$ cat src/rtl/dma_ag_pkg.sv
package dma_ag_pkg;

    localparam int AG_ADDR_W    = 16;
    localparam int AG_SIZE_W    = 2;
    localparam int AG_NUM_LANES = 2;
    localparam int AG_LANE_SRC  = 0;
    localparam int AG_LANE_DST  = 1;

    typedef enum logic [1:0] {
        STEP_HOLD = 2'd0,
        STEP_UP   = 2'd1,
        STEP_DOWN = 2'd2,
        STEP_RSVD = 2'd3
    } step_mode_e;

    typedef enum logic [1:0] {
        RLD_NEVER = 2'd0,
        RLD_BURST = 2'd1,
        RLD_BLOCK = 2'd2,
        RLD_TXN   = 2'd3
    } reload_pt_e;

    typedef struct packed {
        step_mode_e mode;
        reload_pt_e reload;
    } lane_cfg_t;

    typedef struct packed {
        logic burst;
        logic block;
        logic txn;
    } bound_t;

    // Whether a boundary set reaches the given reload point.
    // Wider boundaries also count as the narrower ones.
    function automatic logic point_hit(reload_pt_e pt, bound_t b);
        logic r;
        case (pt)
            RLD_BURST: r = b.burst | b.block | b.txn;
            RLD_BLOCK: r = b.block | b.txn;
            RLD_TXN:   r = b.txn;
            default:   r = 1'b0;
        endcase
        return r;
    endfunction

    // Map a raw mode code to the stepping direction: +1, -1 or 0.
    function automatic logic [1:0] dir_of(step_mode_e m);
        logic [1:0] d;
        case (m)
            STEP_UP:   d = 2'b01;
            STEP_DOWN: d = 2'b10;
            default:   d = 2'b00;
        endcase
        return d;
    endfunction

endpackage

$ cat src/rtl/dma_ag_bound.sv
module dma_ag_bound
    import dma_ag_pkg::*;
#(
    parameter int NUM_POINTS = 4
) (
    input  logic                  burst_end,
    input  logic                  block_end,
    input  logic                  txn_end,
    output logic [NUM_POINTS-1:0] hit
);
    bound_t b;
    assign b = '{burst: burst_end, block: block_end, txn: txn_end};

    for (genvar p = 0; p < NUM_POINTS; p++) begin : g_pt
        assign hit[p] = point_hit(reload_pt_e'(p), b);
    end
endmodule

$ cat src/rtl/dma_ag_lane.sv
module dma_ag_lane
    import dma_ag_pkg::*;
#(
    parameter int ADDR_W = AG_ADDR_W,
    parameter int SIZE_W = AG_SIZE_W
) (
    input  logic              clk,
    input  logic              rst,
    input  logic              load,
    input  logic [ADDR_W-1:0] load_val,
    input  lane_cfg_t         cfg,
    input  logic [SIZE_W-1:0] beat_size,
    input  logic              beat,
    input  logic [3:0]        hit,
    output logic [ADDR_W-1:0] addr
);
    logic [ADDR_W-1:0] start_q, addr_q, step, addr_nxt;
    logic [1:0]        dir;
    logic              reload_fire;

    assign step        = ADDR_W'(1) << beat_size;
    assign dir         = dir_of(cfg.mode);
    assign reload_fire = hit[cfg.reload];

    always_comb begin
        addr_nxt = addr_q;
        if (load)             addr_nxt = load_val;
        else if (reload_fire) addr_nxt = start_q;
        else if (beat) begin
            case (dir)
                2'b01:   addr_nxt = addr_q + step;
                2'b10:   addr_nxt = addr_q - step;
                default: addr_nxt = addr_q;
            endcase
        end
    end

    always_ff @(posedge clk) begin
        if (rst) begin
            start_q <= '0;
            addr_q  <= '0;
        end else begin
            if (load) start_q <= load_val;
            addr_q <= addr_nxt;
        end
    end

    assign addr = addr_q;
endmodule

$ cat src/rtl/dma_addr_gen.sv
module dma_addr_gen
    import dma_ag_pkg::*;
#(
    parameter int ADDR_W = AG_ADDR_W,
    parameter int SIZE_W = AG_SIZE_W
) (
    input  logic              clk,
    input  logic              rst,
    input  logic              chan_idle,
    input  logic              src_start_we,
    input  logic [ADDR_W-1:0] src_start,
    input  logic              dst_start_we,
    input  logic [ADDR_W-1:0] dst_start,
    input  logic [1:0]        src_mode,
    input  logic [1:0]        dst_mode,
    input  logic [1:0]        src_reload,
    input  logic [1:0]        dst_reload,
    input  logic [SIZE_W-1:0] beat_size,
    input  logic              beat,
    input  logic              burst_end,
    input  logic              block_end,
    input  logic              txn_end,
    output logic [ADDR_W-1:0] src_addr,
    output logic [ADDR_W-1:0] dst_addr
);
    localparam int NL = AG_NUM_LANES;

    logic [3:0]                  hit;
    logic [NL-1:0]               load_v;
    logic [NL-1:0][ADDR_W-1:0]   val_v;
    logic [NL-1:0][ADDR_W-1:0]   addr_v;
    lane_cfg_t                   cfg_v [NL];

    dma_ag_bound #(.NUM_POINTS(4)) u_bound (
        .burst_end (burst_end),
        .block_end (block_end),
        .txn_end   (txn_end),
        .hit       (hit)
    );

    assign load_v[AG_LANE_SRC] = src_start_we & chan_idle;
    assign load_v[AG_LANE_DST] = dst_start_we & chan_idle;
    assign val_v[AG_LANE_SRC]  = src_start;
    assign val_v[AG_LANE_DST]  = dst_start;
    assign cfg_v[AG_LANE_SRC]  = '{mode: step_mode_e'(src_mode), reload: reload_pt_e'(src_reload)};
    assign cfg_v[AG_LANE_DST]  = '{mode: step_mode_e'(dst_mode), reload: reload_pt_e'(dst_reload)};

    for (genvar g = 0; g < NL; g++) begin : g_lane
        dma_ag_lane #(.ADDR_W(ADDR_W), .SIZE_W(SIZE_W)) u_lane (
            .clk       (clk),
            .rst       (rst),
            .load      (load_v[g]),
            .load_val  (val_v[g]),
            .cfg       (cfg_v[g]),
            .beat_size (beat_size),
            .beat      (beat),
            .hit       (hit),
            .addr      (addr_v[g])
        );
    end

    assign src_addr = addr_v[AG_LANE_SRC];
    assign dst_addr = addr_v[AG_LANE_DST];
endmodule

$ cat config.mk
export PLATFORM = sky130hd
export DESIGN_NAME = dma_addr_gen
export DESIGN_NICKNAME = d
export VERILOG_FILES = /design/src/rtl/dma_ag_pkg.sv /design/src/rtl/dma_ag_bound.sv /design/src/rtl/dma_ag_lane.sv /design/src/rtl/dma_addr_gen.sv
export SDC_FILE = /design/constraint.sdc
export NUM_CORES = 1
export LEC_CHECK = 0
export BUFFER_PORTS_ARGS = -buffer_cell sky130_fd_sc_hd__buf_2
export CAP_MARGIN = 20
export CORE_AREA = 8 8 153 98
export DETAILED_ROUTE_END_ITERATION = 7
export DIE_AREA = 0 0 161 106
export PLACE_DENSITY_LB_ADDON = 0.08
export SYNTH_ARGS = -nofsm -noshare
export SYNTH_HDL_FRONTEND = slang
export SYNTH_SLANG_ARGS = --single-unit
$ cat constraint.sdc
create_clock -name clk -period 2.95 [get_ports clk]
set_input_delay 0.295 -clock clk [delete_from_list [all_inputs] [get_ports clk]]
set_output_delay 0.295 -clock clk [all_outputs]
set_load 0.02 [all_outputs]
==> reports/qor.txt <==
first-pass GRT wire length -> 22900 um
Vias/cell -> 5.23
PwrDens -> 564 mW/mm^2
YS warnings -> 0
endpoints failing hold -> 0
die area -> 0.0171 mm^2
worst path required time -> 3210 ps
syn_area_per_cell -> 7.69 um^2
CP most frequent cell -> ha_1
hold path cells -> 3
antenna violations before repair -> 1
post-synth net total -> 648
crit path time final -> 2700 ps
commonest non-fill, non-tap cell in the layout -> nand2_1
layout cells sized above 1 -> 22.4%
Ports -> 83
critical path's largest stage delay -> 380 ps
routed vias -> 4353
CTS tree -> done
delay-heaviest family, CP -> simple AND/OR/NAND/NOR gates
max-slew violation count -> 0
cts bufs inserted -> 9
Rows -> 33
Starting Density -> 33.4%
fmax -> 370 MHz
Detailed Route Iter0 Violations -> 246
non-filler cells, final -> 832
chain of cells forming the critical path -> buf_2 -> or2_2 -> ha_1 -> nand2b_1 -> nand2_1 -> ha_1 -> and3_2 -> a221oi_2 -> o21bai_1 -> a21oi_1 -> o31ai_2 -> xnor2_1 -> mux2i_1
Remaining DRCs -> 0
reg-to-reg slack, setup -> 490 ps
commonest cells after routing, fill and taps aside -> 101 x nand2_1, 82 x buf_2, 64 x a21oi_1, 64 x dfxtp_1, 50 x nor2_1
H-tree depth -> 3
Worst setup SP type -> primary input
worst-path fanout max -> 6
Setup violations, final -> 0
Worst-path clk slew -> 60 ps
sequential share of the synthesized area -> 29.6%
Die Width -> 161 um
critical path class -> primary input to flop
GP Congestion -> 0.872
Post-Place Cells -> 816
EDFF count, synth -> 0
status -> finished clean
Synth Cell Area -> 0.00432 mm^2
HPWL Detailed -> 10700 um
WHS Endpoint -> g_lane[1].u_lane.start_q[15]
top_reg_cell synth -> dfxtp_1
FF-to-FF path depth -> 11
worst hold margin -> 213 ps
Overflow after GRT -> 0
Hold Path Class -> primary input to flop
register bit count reported by yosys -> 64
Port Buf Inserts -> 82
slowest CP cell -> ha_1
vias in the first global route -> 4298
Max Root-Sink Buffers -> 2
CTS sink cnt -> 64
Post-Route WL -> 14100 um
Final Skew -> 5.46 ps
R2R Path Start -> g_lane[1].u_lane.addr[0]
P&R area growth vs syn -> 23.2%
asr flop ratio synth -> 0%
largest net degree at the start of global routing -> 36
GR Util All Layers -> 16.6%
max cap viols -> 0
crit path from -> beat_size[1]
Slew @ Worst Pin -> 909 ps
Leakage Power -> 0.00230 uW
Root Driver -> clkbuf_16
hold path start -> dst_start[15]
Final Util -> 41.1%
Core Region -> 0.0130 mm^2
Worst-Skew Late Latency -> 330 ps
fin nets -> 738
cells after synthesis -> 562
Die Height -> 106 um
Setup Fix Bufs, Post-CTS -> 0
FF-to-FF End -> g_lane[1].u_lane.addr[14]
Buf/Inv on CP -> 1
Tot Pwr -> 3000 uW
DRT antenna net count -> 0
fin crit share -> 91.6%
post-synth cell types -> 68
WL/cell -> 17.0 um
Worst Path Arrival -> 2960 ps
drt pass-1 iters -> 4
worst vdd ir -> 0.000248 V
unrepaired setup endpoints after global routing -> no
relative slew slack -> 39.4%
Critical Path Sink Type -> flop
-- worst register-to-register path, stage by stage, from the launching register on --
cell      delay, ps
dfxtp_1         320
inv_1            60
ha_1            200
inv_1            70
fa_1            410
a211oi_2        250
o21bai_2        130
a211oi_2        270
o21ai_0         170
a211oi_1        260
a31o_2          140
a31oi_1          70
-- per-stage QoR --
step / setup WS [ps] / TNS [ps] / cell area (um^2)
2_1_floorplan: 284 / 0 / 4320
3_3_place_gp: 13.5 / 0 / 5030
3_5_place_dp: -63.5 / -94.4 / 5030
4_1_cts: 298 / 0 / 5320
5_1_grt: 16.6 / 0 / 5330
6_report: 248 / 0 / 5330
-- cells in the mapped netlist (9+ instances only) --
master,number,area [um^2]
nand2_1,101,379
a21oi_1,64,320
dfxtp_1,64,1280
nor2_1,51,191
ha_1,33,413
o21ai_0,33,165
clkbuf_1,17,63.8
inv_1,17,63.8
o211ai_1,12,90.1
xor2_1,12,105
xnor2_1,11,96.3
a311oi_1,10,87.6
a31oi_1,10,62.6
nor3_1,9,45.0
-- final cells by class --
cell class,instances,area [um^2]
Multi-Input combinational cell,452,2860
Sequential cell,64,1280
Timing Repair Buffer,108,618
Clock buffer,11,243
Tap cell,175,219
Inverter,17,63.8
Clock inverter,4,45.0
Antenna cell,1,2.50
Fill cell,1376,7640
-- where the power goes --
| group | internal (uW) | leakage [uW] | switching (uW) | total (uW) |
|---|---|---|---|---|
| logic | 385 | 0.00163 | 545 | 930 |
| clock network | 669 | 0.000145 | 405 | 1070 |
| registers | 935 | 0.000526 | 64.1 | 999 |
-- state kept, by name, summed over array words and instances (netlist names) --
| register | count |
|---|---|
| g_lane.u_lane.addr | 32 |
| g_lane.u_lane.start_q | 32 |
-- timing repair --
action                     CTS  global route
setup endpoints to repair    0             1
resized for setup            0             1
hold buffers                 0             0
-- worst max path at each step --
stage,endpoint,slack [ps],cells past startpoint
floorplan,g_lane[1].u_lane.addr[14],280,11
global placement,g_lane[1].u_lane.addr[15],10,13
detailed placement,g_lane[1].u_lane.addr[14],-60,12
CTS,g_lane[1].u_lane.addr[14],300,12
global route,g_lane[1].u_lane.addr[15],20,14
finish,g_lane[1].u_lane.addr[15],250,13
-- routing by layer --
metal / part of all wire [%] / track usage [%]
met1: 54 / 24.2
met2: 40 / 24.1
met3: 4.9 / 4.13
met4: 0.87 / 3.42
met5: 0 / 0
-- cells by family (layout without fill, tap and decap cells) --
group / Yosys count / count (layout) / synth area share (%)
AND/OR/NAND/NOR: 190 / 190 / 18.6
other: 0 / 1 / 0
adder cells (fa/ha/maj): 35 / 35 / 10.5
AO/OA/AOI/OAI: 198 / 198 / 30.8
XOR/XNOR: 23 / 23 / 4.66
multiplexers: 6 / 6 / 1.39
buffers and inverters: 46 / 140 / 4.40
flip-flops: 64 / 64 / 29.6
No activity file was read; power rests on OpenSTA's default activity.
